--- src/rtl/spmap_pkg.sv ---
package spmap_pkg;

  // Transfer sequencer states
  typedef enum logic [1:0] {
    ST_IDLE      = 2'd0,  // waiting for a request
    ST_DIV_SHARE = 2'd1,  // spare bytes / chunk count
    ST_DIV_POS   = 2'd2,  // start offset / per-buffer share
    ST_MOVE      = 2'd3   // byte-per-cycle transfer
  } spmap_state_e;

endpackage

--- src/rtl/spmap_divider.sv ---
// Restoring divider, one quotient bit per cycle. A go pulse loads the
// operands; fin pulses for one cycle once quotient/remainder are valid.
module spmap_divider #(
  parameter int unsigned W = 8
) (
  input  logic         clk,
  input  logic         rst_n,
  input  logic         go,
  input  logic [W-1:0] dividend,
  input  logic [W-1:0] divisor,
  output logic         fin,
  output logic [W-1:0] quotient,
  output logic [W-1:0] remainder
);

  localparam int unsigned CNT_W = $clog2(W + 1);

  logic [W-1:0]     rem_q, rem_d;
  logic [W-1:0]     quo_q, quo_d;
  logic [W-1:0]     dvs_q, dvs_d;
  logic [CNT_W-1:0] cnt_q, cnt_d;
  logic             busy_q, busy_d;
  logic             fin_q, fin_d;
  logic [W:0]       rem_sh;
  logic [W:0]       diff;
  logic             unused_diff_msb;
  logic             step_en;

  assign step_en         = go | busy_q;
  assign unused_diff_msb = diff[W];

  always_comb begin
    rem_d  = rem_q;
    quo_d  = quo_q;
    dvs_d  = dvs_q;
    cnt_d  = cnt_q;
    busy_d = busy_q;
    fin_d  = 1'b0;
    rem_sh = {rem_q, quo_q[W-1]};
    diff   = rem_sh - {1'b0, dvs_q};
    if (go) begin
      rem_d  = '0;
      quo_d  = dividend;
      dvs_d  = divisor;
      cnt_d  = CNT_W'(W);
      busy_d = 1'b1;
    end else if (busy_q) begin
      if (rem_sh >= {1'b0, dvs_q}) begin
        rem_d = diff[W-1:0];
        quo_d = {quo_q[W-2:0], 1'b1};
      end else begin
        rem_d = rem_sh[W-1:0];
        quo_d = {quo_q[W-2:0], 1'b0};
      end
      cnt_d = cnt_q - 1'b1;
      if (cnt_q == CNT_W'(1)) begin
        busy_d = 1'b0;
        fin_d  = 1'b1;
      end
    end
  end

  always_ff @(posedge clk or negedge rst_n) begin
    if (!rst_n) begin
      rem_q  <= '0;
      quo_q  <= '0;
      dvs_q  <= '0;
      cnt_q  <= '0;
      busy_q <= 1'b0;
      fin_q  <= 1'b0;
    end else begin
      if (step_en) begin
        rem_q <= rem_d;
        quo_q <= quo_d;
        dvs_q <= dvs_d;
        cnt_q <= cnt_d;
      end
      busy_q <= busy_d;
      fin_q  <= fin_d;
    end
  end

  assign fin       = fin_q;
  assign quotient  = quo_q;
  assign remainder = rem_q;

endmodule

--- src/rtl/spmap_addr_walk.sv ---
// Tracks the current buffer index and position inside it, and forms the
// RAM byte address. Buffer stride must be a power of two.
module spmap_addr_walk #(
  parameter int unsigned NUM_BUFS   = 8,
  parameter int unsigned BUF_STRIDE = 64,
  parameter int unsigned BUF_BASE   = 32'h1000,
  parameter int unsigned ADDR_W     = 13,
  parameter int unsigned CNT_W      = 8,
  parameter int unsigned IDX_W      = $clog2(NUM_BUFS)
) (
  input  logic              clk,
  input  logic              rst_n,
  input  logic              load,
  input  logic [IDX_W-1:0]  load_idx,
  input  logic [CNT_W-1:0]  load_pos,
  input  logic              step,
  input  logic [CNT_W-1:0]  share,
  output logic [ADDR_W-1:0] addr
);

  localparam int unsigned     STRIDE_SH = $clog2(BUF_STRIDE);
  localparam logic [IDX_W-1:0] LAST_IDX = IDX_W'(NUM_BUFS - 1);

  logic [IDX_W-1:0] idx_q, idx_d;
  logic [CNT_W-1:0] pos_q, pos_d;
  logic [CNT_W:0]   pos_inc;
  logic             at_edge;
  logic             walk_en;

  assign walk_en = load | step;
  assign pos_inc = {1'b0, pos_q} + 1'b1;
  // Leave a buffer only when its share is used up; the last one absorbs the rest.
  assign at_edge = (idx_q != LAST_IDX) && (pos_inc >= {1'b0, share});

  always_comb begin
    idx_d = idx_q;
    pos_d = pos_q;
    if (load) begin
      idx_d = load_idx;
      pos_d = load_pos;
    end else if (step) begin
      if (at_edge) begin
        idx_d = idx_q + 1'b1;
        pos_d = '0;
      end else begin
        pos_d = pos_inc[CNT_W-1:0];
      end
    end
  end

  always_ff @(posedge clk or negedge rst_n) begin
    if (!rst_n) begin
      idx_q <= '0;
      pos_q <= '0;
    end else if (walk_en) begin
      idx_q <= idx_d;
      pos_q <= pos_d;
    end
  end

  assign addr = ADDR_W'(BUF_BASE) + (ADDR_W'(idx_q) << STRIDE_SH) + ADDR_W'(pos_q);

endmodule

--- src/rtl/spmap_ctrl.sv ---
// Request intake, divider sequencing, host handshakes and completion.
module spmap_ctrl
  import spmap_pkg::*;
#(
  parameter int unsigned CNT_W    = 8,
  parameter int unsigned LEN_W    = 9,
  parameter int unsigned NUM_BUFS = 8,
  parameter int unsigned IDX_W    = $clog2(NUM_BUFS)
) (
  input  logic             clk,
  input  logic             rst_n,
  input  logic             start_valid,
  input  logic [CNT_W-1:0] start_offset,
  input  logic [LEN_W-1:0] start_len,
  input  logic             start_write,
  output logic             start_ready,
  input  logic             wr_valid,
  input  logic             rd_ready,
  output logic             wr_ready,
  output logic             rd_valid,
  output logic             ram_wen,
  input  logic [CNT_W-1:0] cfg_spare,
  input  logic [CNT_W-1:0] chunk_cnt,
  output logic             div_go,
  output logic [CNT_W-1:0] div_dividend,
  output logic [CNT_W-1:0] div_divisor,
  input  logic             div_fin,
  input  logic [CNT_W-1:0] div_quo,
  input  logic [CNT_W-1:0] div_rem,
  output logic             walk_load,
  output logic [IDX_W-1:0] walk_idx,
  output logic [CNT_W-1:0] walk_pos,
  output logic             walk_step,
  output logic [CNT_W-1:0] share,
  output logic             done
);

  localparam logic [CNT_W-1:0] LAST_K = CNT_W'(NUM_BUFS - 1);

  spmap_state_e     state_q, state_d;
  logic [LEN_W-1:0] remain_q, remain_d;
  logic [CNT_W-1:0] off_q;
  logic [CNT_W-1:0] sb_q;
  logic             wr_q;
  logic             done_q, done_d;
  logic             accept;
  logic             beat;
  logic             sb_en;
  logic [CNT_W-1:0] sb_even;
  logic [CNT_W-1:0] last_base;
  logic             clamp;

  assign accept    = start_valid && (state_q == ST_IDLE);
  assign beat      = (state_q == ST_MOVE) && (wr_q ? wr_valid : rd_ready);
  assign sb_even   = {div_quo[CNT_W-1:1], 1'b0};
  assign sb_en     = (state_q == ST_DIV_SHARE) && div_fin;

  // Divider operands: first the share, then the start position.
  assign div_go       = (accept && (start_len != '0)) || sb_en;
  assign div_dividend = (state_q == ST_DIV_SHARE) ? off_q   : cfg_spare;
  assign div_divisor  = (state_q == ST_DIV_SHARE) ? sb_even : chunk_cnt;

  // Start position: clamp the buffer index, spill the rest into the last one.
  assign last_base = sb_q * LAST_K;
  assign clamp     = div_quo > LAST_K;
  assign walk_idx  = clamp ? IDX_W'(NUM_BUFS - 1) : div_quo[IDX_W-1:0];
  assign walk_pos  = clamp ? (off_q - last_base) : div_rem;
  assign walk_load = (state_q == ST_DIV_POS) && div_fin;
  assign walk_step = beat;
  assign share     = sb_q;

  assign start_ready = (state_q == ST_IDLE);
  assign wr_ready    = (state_q == ST_MOVE) && wr_q;
  assign rd_valid    = (state_q == ST_MOVE) && !wr_q;
  assign ram_wen     = wr_ready && wr_valid;
  assign done        = done_q;

  always_comb begin
    state_d  = state_q;
    remain_d = remain_q;
    done_d   = 1'b0;
    unique case (state_q)
      ST_IDLE: begin
        if (accept) begin
          remain_d = start_len;
          if (start_len == '0) done_d  = 1'b1;
          else                 state_d = ST_DIV_SHARE;
        end
      end
      ST_DIV_SHARE: begin
        if (div_fin) state_d = ST_DIV_POS;
      end
      ST_DIV_POS: begin
        if (div_fin) state_d = ST_MOVE;
      end
      ST_MOVE: begin
        if (beat) begin
          remain_d = remain_q - 1'b1;
          if (remain_q == LEN_W'(1)) begin
            state_d = ST_IDLE;
            done_d  = 1'b1;
          end
        end
      end
      default: state_d = ST_IDLE;
    endcase
  end

  always_ff @(posedge clk or negedge rst_n) begin
    if (!rst_n) begin
      state_q  <= ST_IDLE;
      remain_q <= '0;
      off_q    <= '0;
      wr_q     <= 1'b0;
      sb_q     <= '0;
      done_q   <= 1'b0;
    end else begin
      state_q <= state_d;
      done_q  <= done_d;
      if (accept || beat) remain_q <= remain_d;
      if (accept) begin
        off_q <= start_offset;
        wr_q  <= start_write;
      end
      if (sb_en) sb_q <= sb_even;
    end
  end

endmodule

--- src/rtl/spare_chunk_mapper.sv ---
module spare_chunk_mapper #(
  parameter int unsigned NUM_BUFS    = 8,
  parameter int unsigned BUF_STRIDE  = 64,
  parameter int unsigned BUF_BASE    = 32'h1000,
  parameter int unsigned ADDR_W      = 13,
  parameter int unsigned PAGE_W      = 13,
  parameter int unsigned CHUNK_SHIFT = 9,
  parameter int unsigned CNT_W       = 8,
  parameter int unsigned LEN_W       = 9,
  parameter int unsigned DATA_W      = 8
) (
  input  logic              clk,
  input  logic              rst_n,
  input  logic [PAGE_W-1:0] cfg_page_bytes,
  input  logic [CNT_W-1:0]  cfg_spare_bytes,
  input  logic              start_valid,
  output logic              start_ready,
  input  logic [CNT_W-1:0]  start_offset,
  input  logic [LEN_W-1:0]  start_len,
  input  logic              start_write,
  input  logic              wr_valid,
  output logic              wr_ready,
  input  logic [DATA_W-1:0] wr_data,
  output logic              rd_valid,
  input  logic              rd_ready,
  output logic [DATA_W-1:0] rd_data,
  output logic [ADDR_W-1:0] ram_addr,
  output logic              ram_wen,
  output logic [DATA_W-1:0] ram_wdata,
  input  logic [DATA_W-1:0] ram_rdata,
  output logic              done
);

  localparam int unsigned IDX_W = $clog2(NUM_BUFS);

  logic [CNT_W-1:0] chunk_cnt;
  logic             unused_page_lsb;
  logic             div_go, div_fin;
  logic [CNT_W-1:0] div_dividend, div_divisor, div_quo, div_rem;
  logic             walk_load, walk_step;
  logic [IDX_W-1:0] walk_idx;
  logic [CNT_W-1:0] walk_pos;
  logic [CNT_W-1:0] share;

  // One chunk per 512 main bytes: a plain shift of the page size.
  assign chunk_cnt       = CNT_W'(cfg_page_bytes[PAGE_W-1:CHUNK_SHIFT]);
  assign unused_page_lsb = ^cfg_page_bytes[CHUNK_SHIFT-1:0];

  spmap_ctrl #(
    .CNT_W    (CNT_W),
    .LEN_W    (LEN_W),
    .NUM_BUFS (NUM_BUFS),
    .IDX_W    (IDX_W)
  ) i_ctrl (
    .clk          (clk),
    .rst_n        (rst_n),
    .start_valid  (start_valid),
    .start_offset (start_offset),
    .start_len    (start_len),
    .start_write  (start_write),
    .start_ready  (start_ready),
    .wr_valid     (wr_valid),
    .rd_ready     (rd_ready),
    .wr_ready     (wr_ready),
    .rd_valid     (rd_valid),
    .ram_wen      (ram_wen),
    .cfg_spare    (cfg_spare_bytes),
    .chunk_cnt    (chunk_cnt),
    .div_go       (div_go),
    .div_dividend (div_dividend),
    .div_divisor  (div_divisor),
    .div_fin      (div_fin),
    .div_quo      (div_quo),
    .div_rem      (div_rem),
    .walk_load    (walk_load),
    .walk_idx     (walk_idx),
    .walk_pos     (walk_pos),
    .walk_step    (walk_step),
    .share        (share),
    .done         (done)
  );

  spmap_divider #(
    .W (CNT_W)
  ) i_divider (
    .clk       (clk),
    .rst_n     (rst_n),
    .go        (div_go),
    .dividend  (div_dividend),
    .divisor   (div_divisor),
    .fin       (div_fin),
    .quotient  (div_quo),
    .remainder (div_rem)
  );

  spmap_addr_walk #(
    .NUM_BUFS   (NUM_BUFS),
    .BUF_STRIDE (BUF_STRIDE),
    .BUF_BASE   (BUF_BASE),
    .ADDR_W     (ADDR_W),
    .CNT_W      (CNT_W),
    .IDX_W      (IDX_W)
  ) i_walk (
    .clk      (clk),
    .rst_n    (rst_n),
    .load     (walk_load),
    .load_idx (walk_idx),
    .load_pos (walk_pos),
    .step     (walk_step),
    .share    (share),
    .addr     (ram_addr)
  );

  assign ram_wdata = wr_data;
  assign rd_data   = ram_rdata;

endmodule

--- config.mk ---
export PLATFORM = sky130hd
export DESIGN_NAME = spare_chunk_mapper
export DESIGN_NICKNAME = d
export VERILOG_FILES = /design/src/rtl/spmap_pkg.sv /design/src/rtl/spmap_divider.sv /design/src/rtl/spmap_addr_walk.sv /design/src/rtl/spmap_ctrl.sv /design/src/rtl/spare_chunk_mapper.sv
export SDC_FILE = /design/constraint.sdc
export NUM_CORES = 1
export LEC_CHECK = 0
export ABC_CLOCK_PERIOD_IN_PS = 6700
export CORE_MARGIN = 4
export CORE_UTILIZATION = 67
export DETAILED_ROUTE_END_ITERATION = 10
export DONT_BUFFER_PORTS = 1
export PLACE_DENSITY_LB_ADDON = 0.12
export RECOVER_POWER = 100
export SYNTH_ARGS = -nofsm -noshare
export SYNTH_HDL_FRONTEND = slang
export SYNTH_SLANG_ARGS = --single-unit
export TNS_END_PERCENT = 1
--- constraint.sdc ---
create_clock -name clk -period 6.7 [get_ports clk]
set_clock_uncertainty 0.05 [all_clocks]
set_input_delay 0.67 -clock clk [delete_from_list [all_inputs] [get_ports clk]]
set_output_delay 0.67 -clock clk [all_outputs]
set_load 0.005 [all_outputs]
==> Word-level counts from Yosys, hierarchy flattened <==
Index checks and enable logic that the tools add are counted.
{ "totals": {"ff_bits": 69, "elab_cells": 105, "output_inout_bits": 34, "in_bits": 60} }
{ "classes": {"n_reduce_logical": 25, "bitwise": 2, "mux": 40, "magnitude_cmp": 3, "multipliers": 1, "addsub": 8, "n_eq_ne": 12} }
{ "op_table": {"columns": ["op", "count"], "rows": [
  ["8-bit two-way mux", 11],
  ["9-bit by 8-bit >= comparator with 1-bit output", 2],
  ["9-bit two-way mux", 2],
  ["9-bit one-hot mux with 2 select lines", 1],
  ["8-bit subtractor", 2],
  ["13-bit by 8-bit adder with 13-bit output", 1],
  ["13-bit by 9-bit adder with 13-bit output, first input constant", 1],
  ["1-bit two-way mux", 12],
  ["2-bit two-way mux", 6],
  ["3-bit two-way mux", 4],
  ["8-bit by 1-bit adder with 9-bit output, second input constant", 1],
  ["9-bit by 1-bit equality test with 1-bit output, second input constant", 1],
  ["1-bit logical AND", 9],
  ["9-bit zero test", 1],
  ["9-bit nonzero test", 1],
  ["9-bit by 1-bit subtractor with 9-bit output, second input constant", 1],
  ["8-bit by 3-bit greater-than comparator with 1-bit output, second input constant", 1],
  ["4-bit two-way mux", 2],
  ["2-bit by 1-bit inequality test with 1-bit output, second input constant", 4],
  ["2-bit one-hot mux with 4 select lines", 1],
  ["2-bit nonzero test", 4],
  ["7-bit by 3-bit multiplier with 7-bit output, second input constant", 1],
  ["2-bit AND reduction", 3],
  ["6-bit AND reduction", 1],
  ["other kinds (14)", 18]
]} }

==> Longest topological paths before layout <==
{ "logic_depth": {"depth_word": 6, "mapped_depth": 11, "depth_no_buf": 11} }

==> Cells and area by module <==
From an unflattened synthesis, not the netlist that was laid out.
{ "unflattened": {"hier_cells": 574, "area_unflattened_um2": 5277.6} }
{ "modules_own_cells": {"columns": ["module", "cells_each", "n_inst", "area_each_um2"], "rows": [
  ["spmap_ctrl", 229, 1, 2228.4],
  ["spmap_divider", 186, 1, 1741.7],
  ["spmap_addr_walk", 142, 1, 1183.6],
  ["spare_chunk_mapper", 17, 1, 123.9]
]} }

==> Worst setup path after synthesis <==
OpenSTA, ideal clock, no wires.
{ "synth_path": {"path_type": "reg-to-reg", "start": "reg i_ctrl.sb_q[1] (netlist: i_ctrl.share[1])", "end": "reg i_walk.pos_q[7]", "arrival_ns": 2.678, "setup_ns": 0.077, "setup_slack_ns": 3.895, "stages_incl_launch_ff": 12, "period_less_slack_ns": 2.805, "cell_sequence": "dfrtp_1 fa_1 ha_1 fa_1 inv_1 ha_1 o21ai_0 o21bai_1 a21oi_1 xnor2_1 mux2i_1 a21oi_1"} }
{ "synth_via": {"elab_chain_cells": 5, "elab_cells_between_ends": 8, "cone_classes": "1 x add/sub; 1 x mul; 1 x order compare; 4 x mux; 1 x reduce/logical"} }
{ "synth_lines": {"columns": ["element", "line", "rtl"], "rows": [
  ["start: declaration", "spmap_ctrl.sv:43", "logic [CNT_W-1:0] sb_q;"],
  ["start signal: assignment", "spmap_ctrl.sv:125", "if (sb_en) sb_q <= sb_even;"],
  ["parallel branches: the longest is 4 deep, another holds 8-bit subtractor", null, null],
  ["8-bit two-way mux (*)", "spmap_addr_walk.sv:38", "if (load) begin"],
  ["end signal: assignment", "spmap_addr_walk.sv:57", "pos_q <= pos_d;"],
  ["end: declaration", "spmap_addr_walk.sv:25", "logic [CNT_W-1:0] pos_q, pos_d;"]
]} }
Mark *: on every way between the ends. The select of a mux whose other input is x is not followed.
A chain may end at the register's enable or synchronous reset.

==> Worst setup path in the final report <==
{ "layout_path": {"start": "reg i_ctrl.state_q[1]", "end": "reg i_ctrl.remain_q[3]"} }
{ "layout_via": {"elab_chain_cells": 4, "elab_cells_between_ends": 10, "cone_classes": "3 x eq/ne; 1 x mux; 6 x reduce/logical"} }
{ "layout_lines": {"columns": ["element", "line", "rtl"], "rows": [
  ["start: declaration", "spmap_ctrl.sv:40", "spmap_state_e state_q, state_d;"],
  ["start signal: assignment", "spmap_ctrl.sv:118", "state_q <= state_d;"],
  ["2-bit equality test or 2-bit zero test (tied branches)", "spmap_ctrl.sv:54, spmap_ctrl.sv:82, spmap_ctrl.sv:53", null],
  ["1-bit logical AND, on equally long branches", "spmap_ctrl.sv:54, spmap_ctrl.sv:53", null],
  ["2-bit by 1-bit inequality test with 1-bit output (no source line) or 1-bit logical OR (tied branches)", null, null],
  ["4-bit AND reduction (no source line)", null, null],
  ["end signal: assignment", "spmap_ctrl.sv:120", "if (accept || beat) remain_q <= remain_d;"],
  ["end: declaration", "spmap_ctrl.sv:41", "logic [LEN_W-1:0] remain_q, remain_d;"]
]} }
Several ways; a longest one is shown, not always the timed one.

==> flow_summary.toml <==
[critical_path]
critPathMaxStageDelay_ns = 1.57
cp_common_cell = "nand2b_1"
rr_startpoint = "i_ctrl.state_q[1]$_DFFE_PN0P_"
startpoint = "i_ctrl.state_q[1]$_DFFE_PN0P_"
start_kind = "register"
crit_slowest_cell = "a211oi_1"
crit_arrival_ns = 4.17
cp_max_fo = 19
cp-end-kind = "register"
required_ns = 6.85
crit_type = "reg2reg"
worstPathCellList = "ha_1 > nand2b_1 > a211oi_1 > nand2b_1 > o22ai_1 > a21oi_1"

[synthesis]
synth_area_sq_um = 5010
synth_edf_count = 0
ys_seq_area_share_pct = 34.4
yosysWarnings = 0
postSynthAreaPerCell_sq_um = 9.28
synthFlopType = "dfrtp_1"
yosysTopAreaCellShare_pct = 34.4
ys_ff_latch = 69
synth-async-reset-ratio_pct = 100
syn_inst = 540
synthTopCellsByArea = "dfrtp_1 (34%), ha_1 (9.7%), mux2i_1 (4.4%)"
ys_types = 61
yosysTopAreaCell = "dfrtp_1"

[clock_network]
cts_root_buf = "clkbuf_8"
h-tree-depth = 3
cts_sinks = 69
clk_latency_ns = 0.35
cts_tree = "built"
cts_buffers = 9
max-clock-path-buffers = 2
clk_pin_slew_ns = 0.08
postCtsResizedCells = 0

[floorplanning]
start_util_pct = 69.1
coreArea_sq_um = 7250
die-area_sq_um = 8930
fp.dieH_um = 94.5
die_w_um = 94.5
rows = 31
io_pins = 94

[detailed_routing]
wirelength_um = 10900
drc = 0
drt-pass1-iter-count = 4
drtAntennaViolNets = 0
routedWlPerCell_um = 17.8
drt_iter0_drc = 245
vias_per_cell = 6.14
vias = 3754

[global_routing]
grt_pass1_wl_um = 18100
grt_overflow = 0
grt_max_degree = 70
antenna_found_initial = 0
grt_pass1_vias = 3729
grt_usage_pct = 26.2

[power_and_ir_drop]
total_power_mw = 3.32
p_leak_nw = 2.23
max-vdd-ir-drop_v = 0.000323
power_density_nw_per_um2 = 658

[run_status]
status = "finished with violations"
violations = "capacitance limit, slew limit"

[cells_and_area]
final_nets = 614
area_growth_pct = 0.649
postLayoutCellArea_sq_um = 5050
drive_gt1_share_pct = 7.23
multi_input_area_sq_um = 2850
diodes = 0
seq_area_sq_um = 1730
fillers = 583

[placement]
place_area_sq_um = 4860
place_ws_ns = 3.59
gp_congestion = 0.860
port-buffer-count = 0
dpl.hpwl_um = 7850

[sta]
hold_viol = 0
rsz0062_at_grt = "false"
worst_pin_slew_ns = 3.73
min_period_ns = 4.02
drv_slew = 107
slew_headroom_pct = -149
fin_crit_sh_pct = 60.0
holdWs_ns = 0.418
max_freq_mhz = 249
fin_setup_tns_ns = 0
setup_viol = 0
layout_setup_ws_ns = 2.68

[min_path]
hold_class = "in2reg"
worstHoldStart = "start_offset[7]"

[run]
drv_cap = 3
[cells by family (layout without fill, tap and decap cells)]
| kind of cell | after synthesis | in the layout | share of synthesized area (%) |
|---|---|---|---|
| AOI/OAI and AO/OA | 133 | 133 | 16.6 |
| adders and majority gates | 47 | 47 | 12.9 |
| DFF | 69 | 69 | 34.4 |
| xor gates and xnor gates | 25 | 25 | 4.64 |
| buffers and inverters | 82 | 53 | 8.34 |
| and+or+nand+nor | 142 | 142 | 14.4 |
| muxes | 40 | 40 | 8.51 |
| other | 2 | 3 | 0.150 |
[sequential cells by signal (all words and copies together) (netlist names)]
register	cells
i_walk.idx_q	3
i_walk.pos_q	8
i_ctrl.state_q	2
i_divider.remainder	8
i_divider.dvs_q	8
i_divider.cnt_q	4
i_ctrl.remain_q	9
i_divider.quotient	8
i_ctrl.off_q	8
i_ctrl.share	7
i_divider.fin	1
i_divider.busy_q	1
i_ctrl.wr_q	1
i_ctrl.done	1
[metal layers]
layer	vias up	global-route usage [%]	part of all wire [%]
met1	1785	35.4	43
met3	25	4.94	6.1
met4	0	10.1	1.7
met2	117	41.9	50
li1	1827	-	-
met5	-	0	0
[critical path: cells and delay by family (launching register included)]
kind,cells,cell delay [ns]
flip-flops,1,0.41
AO/OA/AOI/OAI,3,1.88
AND/OR/NAND/NOR,2,0.95
adder cells (fa/ha/maj),1,0.58
[worst paths after layout]
kind,endpoint,slack [ns],cells past startpoint
max in group asynchronous,i_divider.remainder[7]$_DFFE_PN0N_,2.96,1
worst min register to register,i_divider.dvs_q[2]$_DFFE_PN0P_,0.44,2
worst max-delay path,i_ctrl.remain_q[3]$_DFFE_PN0P_,2.68,6
min in group asynchronous,i_divider.dvs_q[1]$_DFFE_PN0P_,1.55,1
worst max register to register,i_ctrl.remain_q[3]$_DFFE_PN0P_,2.68,6
worst min-delay path,i_ctrl.off_q[7]$_DFFE_PN0P_,0.42,1
[cell usage after synthesis (3+ instances only)]
cell type  instances
and2_1             3
buf_4             26
nor3b_1            5
ha_1              39
o21ai_0           36
o22ai_1            7
nand4_1            3
mux2i_1           22
xnor2_1           19
nor4_1             4
a31oi_1            6
nand3_1           19
dfrtp_1           69
buf_2              3
o211ai_1           6
xor2_1             5
a211oi_1           9
mux2_2            17
nor3_1            16
clkbuf_1          14
nor2b_1           12
nand2_1           30
fa_1               8
inv_1             36
and3_1             5
a21oi_1           40
a21o_1             4
nand2b_1           5
nor2_1            33
[report_power, final]
group / switching [mW] / internal (mW)
Sequential: 0.262 / 0.612
Combinational: 1.11 / 0.972
Clock: 0.162 / 0.202
Total: 1.54 / 1.79
[area by class of cell]
| class | count | area share (%) |
|---|---|---|
| Multi-Input combinational cell | 390 | 56.4 |
| Sequential cell | 69 | 34.2 |
| Clock buffer | 13 | 3.35 |
| Inverter | 36 | 2.68 |
| Tap cell | 99 | 2.45 |
| Clock inverter | 3 | 0.843 |
| Timing Repair Buffer | 1 | 0.0744 |
[through the flow]
step,instances,utilization [%]
after floorplan,541,-
after global placement,594,67.0
after detailed placement,594,67.0
after CTS,611,70.3
after global routing,611,69.6
final,611,69.6
[repair_timing]
item	4_1_cts	5_1_grt
setup endpoints to repair	0	0
hold buffers	1	0
buffers inserted	0	0
endpoints found under the hold margin	69	0
[cell usage in the layout (no fill, tap or decap), types with 6 or more instances in the layout]
| cell type | netlist | layout |
|---|---|---|
| inv_1 | 36 | 36 |
| ha_1 | 39 | 39 |
| mux2i_1 | 22 | 22 |
| fa_1 | 8 | 8 |
| o22ai_1 | 7 | 7 |
| dfrtp_1 | 69 | 69 |
| o21ai_0 | 36 | 37 |
| a211oi_1 | 9 | 10 |
| a21oi_1 | 40 | 40 |
| nand3_1 | 19 | 20 |
| nor2_1 | 33 | 33 |
| nand2_1 | 30 | 30 |
| a31oi_1 | 6 | 6 |
| nor3_1 | 16 | 16 |
| mux2_2 | 17 | 17 |
| xnor2_1 | 19 | 19 |
| o211ai_1 | 6 | 6 |
| clkbuf_8 | 0 | 12 |
| nor2b_1 | 12 | 12 |
Note: power is estimated with default switching activity, not from simulation.
